==> src/rtl/pwm_regblk.sv <==
module pwm_regblk #(
  parameter int NCH     = 4,
  parameter int AW      = 12,
  parameter int DW      = 32,
  parameter int CW      = 16,
  parameter int MAXPRE  = 10
) (
  input  logic          clk_i,
  input  logic          rst_ni,
  input  logic [AW-1:0] addr_i,
  input  logic [DW-1:0] wdata_i,
  input  logic          we_i,
  input  logic          re_i,
  output logic [DW-1:0] rdata_o,
  output logic          irq_o,
  output logic [NCH-1:0] pwm_o
);
  localparam logic [AW-1:0] A_START  = AW'('h04);
  localparam logic [AW-1:0] A_STOP   = AW'('h08);
  localparam logic [AW-1:0] A_STAT   = AW'('h0C);
  localparam logic [AW-1:0] A_EVT    = AW'('h1C);
  localparam int            WIN_SH   = 5;
  localparam logic [AW-1:0] WIN_BASE = AW'('h200);
  localparam logic [AW-1:0] WIN_END  = AW'('h200 + (NCH << WIN_SH));
  localparam int            IW       = (NCH > 1) ? $clog2(NCH) : 1;
  localparam int            PW       = MAXPRE;
  localparam logic [4:0] O_MODE = 5'h00, O_CMP = 5'h04, O_CMPU = 5'h08,
                         O_PER  = 5'h0C, O_PERU = 5'h10;

  logic [NCH-1:0] run_q, stop_q, ev, flags_q;
  logic [3:0]     pre_q  [NCH];
  logic           pol_q  [NCH];
  logic [CW-1:0]  cmp_q  [NCH];
  logic [CW-1:0]  cmpu_q [NCH];
  logic [CW-1:0]  per_q  [NCH];
  logic [CW-1:0]  peru_q [NCH];
  logic [CW-1:0]  cnt_q  [NCH];

  logic          in_win;
  logic [AW-1:0] win_rel;
  logic [IW-1:0] win_idx;
  logic [4:0]    win_off;
  logic          wr_start, wr_stop, rd_evt;

  assign in_win   = (addr_i >= WIN_BASE) && (addr_i < WIN_END);
  assign win_rel  = addr_i - WIN_BASE;
  assign win_idx  = IW'(win_rel >> WIN_SH);
  assign win_off  = addr_i[4:0];
  assign wr_start = we_i && (addr_i == A_START);
  assign wr_stop  = we_i && (addr_i == A_STOP);
  assign rd_evt   = re_i && (addr_i == A_EVT);
  assign irq_o    = |flags_q;

  logic unused_hi;
  assign unused_hi = ^{wdata_i[DW-1:CW], win_rel[WIN_SH-1:0]};

  for (genvar i = 0; i < NCH; i++) begin : g_ch
    logic          wsel, start, tick, wrap;
    logic [3:0]    prec;
    logic [PW-1:0] psc_q, mask;

    assign wsel  = we_i && in_win && (win_idx == IW'(i));
    assign start = wr_start && wdata_i[i] && !run_q[i];
    assign prec  = (pre_q[i] > 4'(MAXPRE)) ? 4'(MAXPRE) : pre_q[i];
    assign mask  = (PW'(1) << prec) - PW'(1);
    assign tick  = run_q[i] && ((psc_q & mask) == mask);
    assign wrap  = tick && (({1'b0, cnt_q[i]} + 1'b1) >= {1'b0, per_q[i]});
    assign ev[i] = start || (wrap && !stop_q[i]);
    assign pwm_o[i] = pol_q[i] ^ (run_q[i] && (cnt_q[i] >= cmp_q[i]));

    logic cmpp_q, perp_q;

    always_ff @(posedge clk_i or negedge rst_ni) begin
      if (!rst_ni) begin
        run_q[i]  <= 1'b0;
        stop_q[i] <= 1'b0;
        psc_q     <= '0;
        cnt_q[i]  <= '0;
        pre_q[i]  <= '0;
        pol_q[i]  <= 1'b0;
        cmp_q[i]  <= '0;
        cmpu_q[i] <= '0;
        per_q[i]  <= '0;
        peru_q[i] <= '0;
        cmpp_q    <= 1'b0;
        perp_q    <= 1'b0;
      end else begin
        if (start) begin
          run_q[i]  <= 1'b1;
          stop_q[i] <= 1'b0;
          psc_q     <= '0;
          cnt_q[i]  <= '0;
          if (cmpp_q) begin cmp_q[i] <= cmpu_q[i]; cmpp_q <= 1'b0; end
          if (perp_q) begin per_q[i] <= peru_q[i]; perp_q <= 1'b0; end
        end else if (run_q[i]) begin
          psc_q <= psc_q + 1'b1;
          if (wr_stop && wdata_i[i]) stop_q[i] <= 1'b1;
          if (tick) begin
            if (wrap) begin
              cnt_q[i] <= '0;
              psc_q    <= '0;
              if (stop_q[i]) begin
                run_q[i]  <= 1'b0;
                stop_q[i] <= 1'b0;
              end else begin
                if (cmpp_q) begin cmp_q[i] <= cmpu_q[i]; cmpp_q <= 1'b0; end
                if (perp_q) begin per_q[i] <= peru_q[i]; perp_q <= 1'b0; end
              end
            end else begin
              cnt_q[i] <= cnt_q[i] + 1'b1;
            end
          end
        end
        if (wsel) begin
          case (win_off)
            O_MODE: begin pre_q[i] <= wdata_i[3:0]; pol_q[i] <= wdata_i[9]; end
            O_CMP:  cmp_q[i] <= wdata_i[CW-1:0];
            O_CMPU: begin cmpu_q[i] <= wdata_i[CW-1:0]; cmpp_q <= 1'b1; end
            O_PER:  per_q[i] <= wdata_i[CW-1:0];
            O_PERU: begin peru_q[i] <= wdata_i[CW-1:0]; perp_q <= 1'b1; end
            default: ;
          endcase
        end
      end
    end


    stat_lag_chk: assert property (@(posedge clk_i) disable iff (!rst_ni)
      $fell(run_q[i]) |-> $past(stop_q[i]));


    start_run_chk: assert property (@(posedge clk_i) disable iff (!rst_ni)
      (wr_start && wdata_i[i]) |=> run_q[i]);


    idle_level_chk: assert property (@(posedge clk_i) disable iff (!rst_ni)
      !run_q[i] |-> (pwm_o[i] == pol_q[i]));
  end

  always_ff @(posedge clk_i or negedge rst_ni) begin
    if (!rst_ni)     flags_q <= '0;
    else if (rd_evt) flags_q <= ev;
    else             flags_q <= flags_q | ev;
  end


  evt_keep_chk: assert property (@(posedge clk_i) disable iff (!rst_ni)
    (rd_evt && |ev) |=> ((flags_q & $past(ev)) == $past(ev)));


  irq_rise_chk: assert property (@(posedge clk_i) disable iff (!rst_ni)
    (|ev) |=> irq_o);

  always_comb begin
    rdata_o = '0;
    if (re_i) begin
      if (addr_i == A_STAT)     rdata_o = DW'(run_q);
      else if (addr_i == A_EVT) rdata_o = DW'(flags_q);
      else if (in_win) begin
        for (int k = 0; k < NCH; k++) begin
          if (win_idx == IW'(k)) begin
            case (win_off)
              O_MODE: rdata_o = DW'({pol_q[k], 5'b0, pre_q[k]});
              O_CMP:  rdata_o = DW'(cmp_q[k]);
              O_CMPU: rdata_o = DW'(cmpu_q[k]);
              O_PER:  rdata_o = DW'(per_q[k]);
              O_PERU: rdata_o = DW'(peru_q[k]);
              default: rdata_o = '0;
            endcase
          end
        end
      end
    end
  end
endmodule

==> config.mk <==
export PLATFORM = sky130hd
export DESIGN_NAME = pwm_regblk
export DESIGN_NICKNAME = d
export VERILOG_FILES = /design/src/rtl/pwm_regblk.sv
export SDC_FILE = /design/constraint.sdc
export NUM_CORES = 1
export LEC_CHECK = 0
export BUFFER_PORTS_ARGS = -buffer_cell sky130_fd_sc_hd__buf_2
export CAP_MARGIN = 20
export CELL_PAD_IN_SITES_DETAIL_PLACEMENT = 1
export CELL_PAD_IN_SITES_GLOBAL_PLACEMENT = 1
export CORE_AREA = 2 2 227 229
export CTS_BUF_LIST = sky130_fd_sc_hd__clkbuf_4 sky130_fd_sc_hd__clkbuf_8 sky130_fd_sc_hd__clkbuf_16
export CTS_CLUSTER_DIAMETER = 50
export DETAILED_ROUTE_END_ITERATION = 12
export DIE_AREA = 0 0 229 231
export PLACE_DENSITY_LB_ADDON = 0.25
export SYNTH_ARGS = -nofsm -noshare
export SYNTH_HDL_FRONTEND = slang
export SYNTH_SLANG_ARGS = --single-unit
==> constraint.sdc <==
create_clock -name clk_i -period 4.9 [get_ports clk_i]
set_input_delay 0.98 -clock clk_i [delete_from_list [all_inputs] [get_ports clk_i]]
set_output_delay 0.98 -clock clk_i [all_outputs]
set_load 0.03 [all_outputs]
### Word-level counts from Yosys, hierarchy flattened

Cells that the tools add are included.

| word-level totals | value |
|---|---|
| bits in registers | 400 |
| output and inout bits | 37 |
| word-level logic and storage cells | 397 |
| RAM bits | 0 |
| memory bits (read-only) | 0 |
| bits of input ports | 48 |
| latch bits | 0 |
| memories kept | 0 |

| operators by class | value |
|---|---|
| shift-type cells | 4 |
| muxes and demuxes | 213 |
| bitwise operators | 9 |
| equality and inequality tests | 15 |
| $add $sub $neg | 17 |
| reduce and logical (&&, ||, !) cells | 76 |
| $mul | 0 |
| div/mod/pow operators | 0 |
| $lt $le $gt $ge | 14 |

Operator list:

| cell | number |
|---|---|
| $mux 16 | 81 |
| $pmux 16 s5 | 4 |
| $mux 32 | 7 |
| $mux 10 | 16 |
| $mux 1 | 100 |
| $add 16x1->17 const B | 4 |
| $ge 17x16->1 | 4 |
| $add 16x1->16 const B | 4 |
| $ge 16x16->1 | 4 |
| $add 10x1->10 const B | 4 |
| $and 10x10->10 | 4 |
| $eq 10x10->1 | 4 |
| $shl 1x4->10 const A | 4 |
| $sub 10x2->10 const B | 4 |
| $logic_and 1x1->1 | 37 |
| $reduce_and 2->1 | 16 |
| $eq 12x4->1 const B | 2 |
| $mux 4 | 5 |
| $gt 4x4->1 const B | 4 |
| $reduce_bool 2->1 | 8 |
| $eq 12x3->1 const B | 1 |
| $eq 12x5->1 const B | 1 |
| $ge 12x10->1 const B | 1 |
| $lt 12x10->1 const B | 1 |
| 13 further kinds | 28 |

### Depth between registers and ports, before layout

Gate-level depths: netlist of the first run.

| logic depth | value |
|---|---|
| word-level depth | 14 |
| gate-level depth with buffers | 16 |
| mapped depth without buffers | 14 |

### Worst setup path before layout of the first run

OpenSTA, ideal clock, no wires.

| timing | value |
|---|---|
| kind | input-to-output |
| from | in addr_i[4] |
| to | out rdata_o[7] |
| stages | 10 |
| setup slack | 0.333 ns |
| data required time | 3.920 ns |
| arrival | 3.587 ns |
| buffers on the path | 4 |
| cells stage by stage | clkbuf_1 nor3_1 clkbuf_1 and3_1 clkbuf_1 buf_1 a22oi_1 nand3b_1 a21oi_1 nor4_1 |

| on the way | value |
|---|---|
| word-level cells in the longest chain between the ends | 10 |
| elaborated cells on any way between the ends | 27 |
| those cells by class | add/sub: 1; order compare: 2; eq/ne: 9; mux: 12; reduce/logical: 3 |

RTL lines:

| what | RTL line | text |
|---|---|---|
| start: declaration | 10 | `input logic [AW-1:0] addr_i,` |
| $sub 7x1->7, or another cell as far along | 46 | `assign win_rel = addr_i - WIN_BASE;` |
| $logic_not 2->1 or $pmux 16 s5 (tied branches) | 161, 162 |  |
| $mux 16 | 161 | `if (win_idx == IW'(k)) begin` |
| $mux 32 (3 in series) | 161 |  |
| $mux 32 | 159 | `else if (in_win) begin` |
| $mux 32 | 158 | `else if (addr_i == A_EVT) rdata_o = DW'(flags_q);` |
| $mux 32 * | 157 | `if (addr_i == A_STAT) rdata_o = DW'(run_q);` |
| $mux 32 * | 156 | `if (re_i) begin` |
| end: declaration | 14 | `output logic [DW-1:0] rdata_o,` |

Mark *: on every way between the ends. The rest lies on a longest branch, timed or not.

### Worst setup path in the final report of the first run

| timing | value |
|---|---|
| from | in addr_i[1] |
| to | out rdata_o[1] |

Same word-level chain as after synthesis.

==> flow_summary.json, run 1 <==
{
  "start_util_pct": 49.5,
  "fin_worst_skew_ps": 17.6,
  "root_buffer": "clkbuf_16",
  "cts_buffers": 52,
  "htreeDepth": 2,
  "clockBufferDepth": 3,
  "synth_ff_type": "dfrtp_1",
  "maxCapViolCount": 0,
  "wl_met2_mm": 40.4,
  "grt_pass1_wl_mm": 139,
  "startpoint_type": "primary input",
  "reg2reg_to": "cnt_q[37]$_DFFE_PN0P_",
  "drc": 0,
  "synth_edf_count": 0,
  "core.rowCount": 83,
  "synth_area_per_cell_um2": 9.46,
  "layout-drive-gt1-share_pct": 16.0,
  "ys_seq_area_share_pct": 39.9,
  "p_total_w": 0.00876,
  "crit_path_end_kind": "output port",
  "finalCritPeriodShare_pct": 94.4,
  "crit_start": "addr_i[1]",
  "slew_violations": 0,
  "post_cts.repair.setup_buffers": 0,
  "syn-cell-area_um2": 25100,
  "dr.first_iter.drc_count": 2229,
  "power.leakage_nw": 13.2,
  "fin_nets": 2845,
  "ys_ff_latch": 400,
  "grt_pass1_vias": 23600,
  "slew_headroom_pct": 26.6,
  "die_area_um2": 52900,
  "switchingPower_w": 0.00254,
  "ir_drop_mv": 0.280,
  "die_width_um": 229,
  "vias_per_cell": 6.56,
  "period_needed_ps": 4620,
  "route.final.wire_length_mm": 88.2,
  "io_buffers": 52,
  "grt_max_degree": 127,
  "clock-sinks": 400,
  "dr_total_vias": 22100,
  "hpwl_mm": 60.9,
  "routed.top_layer": "met5",
  "hp-class": "primary input to asynchronous set/reset pin",
  "place.gp.congestion": 0.898,
  "ant_nets": 0,
  "critPathArrivalTime_ps": 3640,
  "area_growth_pct": 11.7,
  "met3_length_mm": 5.75,
  "insertion_delay_ps": 610,
  "cts_tree": "done",
  "syn-instance-count": 2651,
  "reg2reg_depth": 14,
  "cp.required_ps": 3920,
  "intPower_w": 0.00622,
  "p_clk_share_pct": 47.2,
  "fin_setup_tns_ps": 0,
  "status": "finished clean",
  "setup_viol": 0,
  "max_freq_ghz": 0.216,
  "fillers": 5756,
  "worst_pin_slew_ps": 1090,
  "clk_pin_slew_ps": 60,
  "crit_fanout": 14,
  "rsz0062_at_grt": "false",
  "finalHoldViolCount": 0,
  "wl_per_cell_um": 26.1,
  "die_height_um": 231,
  "synth-async-reset-ratio_pct": 100,
  "grt-ovfl-total": 0,
  "ctsHoldBuffers": 0,
  "synthDistinctLibCells": 75,
  "core_um2": 50700,
  "grtUsageTotal_pct": 33.5,
  "cts-resized-gates": 0,
  "rrSetupSlack_ps": 400,
  "comb_power_share_pct": 13.4,
  "power_density_nw_per_um2": 313,
  "power_frac_seq_pct": 39.3,
  "seq_area_um2": 10000,
  "path_class": "primary input to output port",
  "multi_input_area_um2": 13700,
  "io_pins": 85,
  "p_sw_share_pct": 29.0,
  "yosysWarnings": 0,
  "antenna_found_initial": 2,
  "firstDrtPassIters": 5,
  "r2r_start": "cnt_q[34]$_DFFE_PN0P_",
  "wirelength_met1_mm": 37.3
}
[cell usage in the layout (no fill, tap or decap), types with 38 or more instances in the layout]
| cell type | n |
|---|---|
| a31oi_1 | 41 |
| ha_1 | 140 |
| nand2_1 | 200 |
| o2111ai_1 | 53 |
| dfrtp_1 | 400 |
| nand2b_1 | 38 |
| nand3_1 | 144 |
| mux2_2 | 170 |
| a21oi_1 | 127 |
| a21o_1 | 64 |
| nand4_1 | 77 |
| a22oi_1 | 72 |
| a22o_1 | 45 |
| xnor2_1 | 38 |
| o21ai_0 | 63 |
| clkbuf_16 | 54 |
| buf_2 | 51 |
| nor2_1 | 140 |
| inv_1 | 157 |
| mux2i_1 | 66 |
| buf_4 | 75 |
[per-layer routing]
| metal | GRT usage, % | vias up |
|---|---|---|
| li1 | - | 9763 |
| met1 | 43.5 | 11300 |
| met2 | 53.7 | 794 |
| met3 | 5.79 | 239 |
| met4 | 17.8 | 2 |
| met5 | 0 | - |
[sequential cells by signal (all words and copies together) (netlist names)]
| name | flops |
|---|---|
| peru_q | 64 |
| g_ch.perp_q | 4 |
| flags_q | 4 |
| cnt_q | 64 |
| pol_q | 4 |
| stop_q | 4 |
| g_ch.cmpp_q | 4 |
| run_q | 4 |
| per_q | 64 |
| cmp_q | 64 |
| cmpu_q | 64 |
| pre_q | 16 |
| g_ch.psc_q | 40 |
[power groups by stage]
stage               clock network (W)  registers (W)  logic [W]
floorplan                           0        0.00347   0.000724
global placement                    0        0.00350    0.00110
detailed placement                  0        0.00350    0.00115
CTS                           0.00417        0.00344    0.00116
global route                  0.00430        0.00345    0.00128
finish                        0.00414        0.00345    0.00117
[kinds of logic (layout without fill, tap and decap cells)]
group	count (synthesis)	in the layout	share of synthesized area [%]
other	1	17	0.0150
adder cells (fa/ha/maj)	140	140	6.99
XOR/XNOR	69	69	2.41
AND/OR/NAND/NOR	826	826	16.9
flip-flops	400	400	39.9
buffers and inverters	356	386	5.79
AO/OA/AOI/OAI	623	623	17.7
multiplexers	236	236	10.3
[area by class of cell]
type / count / area share [%]
multi-input cells: 1910 / 49.0
clock inverters: 27 / 1.29
flip-flops and latches: 400 / 35.7
inverters: 157 / 2.10
repair buffers: 136 / 3.52
clock buffers: 66 / 5.30
well taps: 680 / 3.04
diodes: 1 / 0.00893
[through the flow]
stage / area [um2] / std cells / util [%] / setup WS (ps) / hold slack, ps
final: 28000 / 3377 / 55.3 / 276 / 464
after global routing: 28000 / 3377 / 55.3 / 108 / 530
after CTS: 28000 / 3373 / 55.2 / 343 / 499
after detailed placement: 26100 / 3280 / 51.6 / 334 / 486
after global placement: 26100 / 3278 / 51.5 / 395 / 477
after floorplan: 25100 / 2666 / - / 333 / 457
[Yosys cell counts, types with 66 or more instances]
library cell  instances  area (um2)
mux2_2              170        1910
a22oi_1              72         541
inv_1               157         589
ha_1                140        1750
nand4_1              77         482
nand3_1             144         721
clkbuf_1            156         586
mux2i_1              66         661
nor2_1              142         533
a21oi_1             127         636
dfrtp_1             400       10000
nand2_1             200         751
[worst max-delay path by stage]
stage,end,slack [ps]
finish,rdata_o[1],280
global route,cnt_q[37]$_DFFE_PN0P_,110
CTS,rdata_o[4],340
detailed placement,per_q[50]$_DFF_PN0_,330
global placement,per_q[50]$_DFF_PN0_,400
floorplan,rdata_o[7],330
[worst max-delay path, cell delays in order]
cell      delay (ps)
buf_2            140
nor3_2           340
buf_4            340
nand2_1          310
o21ai_0          260
a221oi_1          90
a21oi_1          310
o211ai_1         160
a21oi_1          410
buf_2            290
No activity file was read; power rests on OpenSTA's default activity.
==> run 2, diff against run 1 <==
Settings changed: SLEW_MARGIN set to 20.
Clock period 4.9 ns to 4.7 ns, I/O delays scaled along.
==> run 2 against run 1 <==
Effect of this change:
- non-clock buffer count rose by 2
- utilization up 0.054 points
- total power is 4.5% higher
- combinational power grew 7%
- design area about the same
- via count up 1.9%
- routed wire length up 1.5%
- count of clock-buffer cells in the layout rose by 1
- clock power rose by 4%
- critical endpoint unchanged
- highest routed layer unchanged
==> flow_summary.json, run 2 (synthesized netlist as in run 1, its figures left out) <==
{
  "intPower_w": 0.00648,
  "fin_worst_skew_ps": 13.8,
  "setup_viol": 0,
  "startpoint_type": "primary input",
  "route.final.wire_length_mm": 89.6,
  "fin_nets": 2848,
  "hp-class": "primary input to asynchronous set/reset pin",
  "maxCapViolCount": 0,
  "clk_pin_slew_ps": 60,
  "cts_tree": "done",
  "die_area_um2": 52900,
  "htreeDepth": 2,
  "grt_max_degree": 93,
  "power.leakage_nw": 13.2,
  "final_cell_mix": "400 x dfrtp_1, 200 x nand2_1, 170 x mux2_2, 157 x inv_1, 144 x nand3_1",
  "root_buffer": "clkbuf_16",
  "wl_per_cell_um": 26.5,
  "use_met1_pct": 43.3,
  "grtUsageTotal_pct": 33.7,
  "ir_drop_mv": 0.284,
  "die_width_um": 229,
  "finalCritPeriodShare_pct": 96.2,
  "p_sw_share_pct": 29.2,
  "dr.first_iter.drc_count": 2171,
  "clockBufferDepth": 3,
  "met3_usage_pct": 6.39,
  "gr-usage-met2_pct": 54.3,
  "max_freq_ghz": 0.221,
  "fin_setup_tns_ps": 0,
  "rsz0062_at_grt": "false",
  "rrSetupSlack_ps": 370,
  "grt.busiest_layer": "met2",
  "grt-ovfl-total": 0,
  "dr_total_vias": 22600,
  "status": "finished clean",
  "hpwl_mm": 61.3,
  "grt_pass1_wl_mm": 139,
  "cts_buffers": 53,
  "critPathArrivalTime_ps": 3580,
  "cp-endpoint": "rdata_o[1]",
  "core.rowCount": 83,
  "finalHoldViolCount": 0,
  "io_buffers": 52,
  "path_class": "primary input to output port",
  "ant_nets": 0,
  "reg2reg_to": "per_q[36]$_DFF_PN0_",
  "slew_headroom_pct": 25.9,
  "final_common_cell": "dfrtp_1",
  "worst_pin_slew_ps": 1110,
  "slew_violations": 0,
  "grt_pass1_vias": 23800,
  "io_pins": 85,
  "firstDrtPassIters": 5,
  "p_total_w": 0.00915,
  "period_needed_ps": 4520,
  "power_density_nw_per_um2": 326,
  "p_clk_share_pct": 47.1,
  "ctsHoldBuffers": 0,
  "reg2reg_depth": 16,
  "crit_path_end_kind": "output port",
  "core_um2": 50700,
  "antenna_found_initial": 2,
  "start_util_pct": 49.5,
  "die_height_um": 231,
  "place.gp.congestion": 0.899,
  "area_growth_pct": 11.8,
  "cp.required_ps": 3760,
  "crit_start": "addr_i[3]",
  "vias_per_cell": 6.67,
  "clock-sinks": 400,
  "switchingPower_w": 0.00268,
  "crit_fanout": 21,
  "cts-resized-gates": 0,
  "post_cts.repair.setup_buffers": 0,
  "n_antenna_cell": 0,
  "power_frac_seq_pct": 39.2,
  "layout-drive-gt1-share_pct": 16.3,
  "drc": 0,
  "comb_power_share_pct": 13.7,
  "r2r_start": "cnt_q[34]$_DFFE_PN0P_",
  "insertion_delay_ps": 610
}
-- run 2: cell count changes in the layout (fill, tap and decap cells not counted), moves of 2 or more --
| cell | delta |
|---|---|
| clkbuf_4 | +3 |
| buf_12 | +2 |
| nor2_1 | -2 |
| buf_6 | -3 |
| nor2_2 | +2 |
| buf_4 | +3 |
| inv_6 | +2 |
| clkinvlp_4 | +2 |
-- run 2: how the worst min path moves through the flow --
stage / startpoint / endpoint / depth (start not counted)
2_1_floorplan: flags_q[1]$_DFF_PN0_ / flags_q[1]$_DFF_PN0_ / 2
3_3_place_gp: g_ch[1].cmpp_q$_DFF_PN0_ / g_ch[1].cmpp_q$_DFF_PN0_ / 1
3_5_place_dp: g_ch[2].perp_q$_DFF_PN0_ / g_ch[2].perp_q$_DFF_PN0_ / 1
4_1_cts: rst_ni / g_ch[1].psc_q[6]$_DFFE_PN0P_ / 1
5_1_grt: rst_ni / g_ch[1].psc_q[6]$_DFFE_PN0P_ / 1
6_report: rst_ni / g_ch[1].psc_q[6]$_DFFE_PN0P_ / 1
-- run 2: through the flow --
step | hold WS [ps] | setup WS [ps] | cells | util (%) | cell area, um2
2_1_floorplan | 457 | 213 | 2666 | - | 25100
3_5_place_dp | 497 | 220 | 3285 | 51.7 | 26200
3_3_place_gp | 482 | 336 | 3285 | 51.7 | 26200
5_1_grt | 401 | 23.6 | 3381 | 55.3 | 28000
4_1_cts | 371 | 165 | 3381 | 55.3 | 28000
6_report | 340 | 181 | 3381 | 55.3 | 28000
-- run 2: power groups by stage --
stage / clock (W) / combinational, W / sequential, W
floorplan: 0 / 0.000754 / 0.00362
global placement: 0 / 0.00116 / 0.00365
detailed placement: 0 / 0.00122 / 0.00365
CTS: 0.00435 / 0.00123 / 0.00359
global route: 0.00447 / 0.00136 / 0.00360
finish: 0.00431 / 0.00125 / 0.00359
-- run 2: final cells by class --
| class | instances | area, um2 |
|---|---|---|
| well taps | 680 | 851 |
| clock inverters | 29 | 373 |
| fillers | 5751 | 22600 |
| inverters | 157 | 589 |
| repair buffers | 138 | 1020 |
| clock buffers | 67 | 1470 |
| multi-input cells | 1910 | 13700 |
| flip-flops and latches | 400 | 10000 |
-- run 2: worst max-delay path, stage by stage --
cell,delay [ps]
buf_2,120
buf_4,330
and3b_2,520
buf_12,250
a22oi_1,90
a21oi_1,460
o211ai_1,190
a21oi_1,380
buf_2,280
-- run 2: routing by layer --
metal,vias to the layer above,routed length (um)
met5,-,7
met4,2,4890
met3,267,6800
met2,955,41300
met1,11600,36600
li1,9777,-
==> run 3, diff against run 2 <==
Settings changed: CTS_BUF_LIST sky130_fd_sc_hd__clkbuf_4 sky130_fd_sc_hd__clkbuf_8 sky130_fd_sc_hd__clkbuf_16 to unset, GPL_TIMING_DRIVEN set to 0, MAX_ROUTING_LAYER set to met4.
==> run 3 against run 2 <==
Effect of this change:
- the run now ends with setup timing left
- largest cell class unchanged
- critical path type unchanged
- via count rose by 3.9%
- utilization rose by 1.3 points
- sequential power barely moved
- global-route usage rose by 5.0 points
- first-iteration DRC count rose by 15%
- design area rose by 2.3%
- register-to-register slack got worse by 110 ps
- largest power group unchanged
- worst setup slack got worse by 210 ps
- critical path depth did not move
- count of clock-buffer cells in the layout rose by 10
- sequential share of layout area fell by 0.80 points
==> flow_summary.json, run 3 (synthesized netlist as in run 1, its figures left out) <==
{
  "fin_ws_ps": -29.8,
  "grt-ovfl-total": 0,
  "period_needed_ps": 4730,
  "seq_area_um2": 10000,
  "clk_pin_slew_ps": 60,
  "path_class": "primary input to output port",
  "grtUsageTotal_pct": 38.8,
  "slew_violations": 0,
  "firstDrtPassIters": 6,
  "ctsHoldBuffers": 0,
  "power_density_nw_per_um2": 335,
  "critPathArrivalTime_ps": 3790,
  "worst-path-buf-inv": 3,
  "grt_pass1_wl_mm": 151,
  "startpoint_type": "primary input",
  "power.leakage_nw": 13.4,
  "fin_worst_skew_ps": 23.7,
  "area_growth_pct": 14.4,
  "max_freq_ghz": 0.211,
  "fin_cells": 3516,
  "hold-worst-slack_ps": 231,
  "dr_total_vias": 23400,
  "die_area_um2": 52900,
  "place.gp.congestion": 0.998,
  "die_height_um": 231,
  "core_um2": 50700,
  "cp.required_ps": 3760,
  "slew_headroom_pct": 18.4,
  "finalHoldViolCount": 0,
  "clockBufferDepth": 3,
  "start_util_pct": 49.5,
  "cts_buffers": 58,
  "fin_nets": 2975,
  "dpl_worst_slack_ps": -1410,
  "drc": 0,
  "maxCapViolCount": 0,
  "cts_tree": "done",
  "status": "complete, but fails checks",
  "cpLargestDelayFamily": "compound AO/OA/AOI/OAI gates",
  "route.final.wire_length_mm": 100,
  "finish.utilization_pct": 56.6,
  "worst_pin_slew_ps": 1220,
  "cp_cell_sequence": "clkbuf_1 -> clkdlybuf4s18_2 -> mux2i_1 -> nor2_1 -> a2111oi_1 -> a31oi_1 -> o211ai_1 -> a21oi_2 -> buf_2",
  "hp-class": "primary input to asynchronous set/reset pin",
  "grt_pass1_vias": 24000,
  "io_buffers": 50,
  "dr.first_iter.drc_count": 2497,
  "rrSetupSlack_ps": 260,
  "slowest_stage": "a2111oi_1",
  "n_antenna_cell": 0,
  "crit_path_end_kind": "output port",
  "ant_nets": 0,
  "violations": "setup timing",
  "io_pins": 85,
  "core.rowCount": 83,
  "root_buffer": "clkbuf_16",
  "final_common_cell": "dfrtp_1",
  "setup_viol": 4,
  "cpPeakStageDelay_ps": 710,
  "hpwl_mm": 72.2,
  "layout-drive-gt1-share_pct": 15.3,
  "htreeDepth": 2,
  "die_width_um": 229,
  "vias_per_cell": 6.67,
  "crit_fanout": 10,
  "dp_cells": 3400,
  "wl_per_cell_um": 28.5,
  "grt_max_degree": 95,
  "final_cell_mix": "400 x dfrtp_1, 200 x nand2_1, 170 x mux2_2, 157 x inv_1",
  "multi_input_area_um2": 13800,
  "ir_drop_mv": 0.364,
  "fillers": 5825,
  "insertion_delay_ps": 630,
  "finalCritPeriodShare_pct": 101,
  "antenna_found_initial": 0,
  "clock-sinks": 400
}
==> run 3: changes by cell type in the layout (fill, tap and decap cells not counted), moves of 5 or more <==
cell	before	now
clkbuf_1	0	144
buf_4	78	30
buf_2	51	62
clkbuf_2	0	11
clkbuf_16	53	61
buf_12	8	1
nor4_1	24	17
buf_6	0	5
==> run 3: where the power goes <==
part | internal (W) | switching [W] | total [W]
registers | 0.00350 | 0.0000944 | 0.00360
logic | 0.000370 | 0.000950 | 0.00132
clock network | 0.00287 | 0.00181 | 0.00468
total | 0.00675 | 0.00285 | 0.00960
==> run 3: per-layer routing <==
| layer | track usage (%) | up-vias | part of all wire [%] |
|---|---|---|---|
| met5 | - | - | 0 |
| met4 | 22.6 | 0 | 6.4 |
| met3 | 6.73 | 315 | 8.1 |
| met2 | 57.7 | 1098 | 44 |
| met1 | 49.8 | 12000 | 41 |
| li1 | - | 10000 | - |
==> run 3: cell type report <==
type	count	area share (%)
plain buffers	198	3.30
clock buffers	77	5.78
clock inverters	32	1.37
inverters	157	2.05
multi-input cells	1910	48.1
flip-flops and latches	400	34.9
well taps	680	2.97
repair buffers	62	1.51
==> run 3: stage by stage <==
| step | TNS [ps] | cell area [um2] | power, W |
|---|---|---|---|
| after floorplan | 0 | 25100 | 0.00437 |
| after global placement | -2197080 | 26200 | 0.00482 |
| after detailed placement | -27350 | 26400 | 0.00489 |
| after CTS | 0 | 28600 | 0.00955 |
| after global routing | -10.9 | 28700 | 0.00988 |
| final | -48.9 | 28700 | 0.00960 |
==> run 3: path summary, 6_finish.rpt <==
kind | startpoint | cells past startpoint | endpoint
min in group clk_i | g_ch[2].perp_q$_DFF_PN0_ | 1 | g_ch[2].perp_q$_DFF_PN0_
worst max-delay path | addr_i[4] | 9 | rdata_o[1]
worst min-delay path | rst_ni | 1 | g_ch[1].psc_q[6]$_DFFE_PN0P_
worst min register to register | g_ch[2].perp_q$_DFF_PN0_ | 1 | g_ch[2].perp_q$_DFF_PN0_
max in group asynchronous | rst_ni | 3 | cnt_q[28]$_DFFE_PN0P_
worst max register to register | cnt_q[32]$_DFFE_PN0P_ | 16 | per_q[42]$_DFF_PN0_
==> run 3: timing repair <==
action,CTS,global route
resized for setup,68,23
setup buffers,0,8
endpoints found under the hold margin,0,0
pin swaps,2,5
endpoints found under the setup margin,31,70
gates cloned,0,0
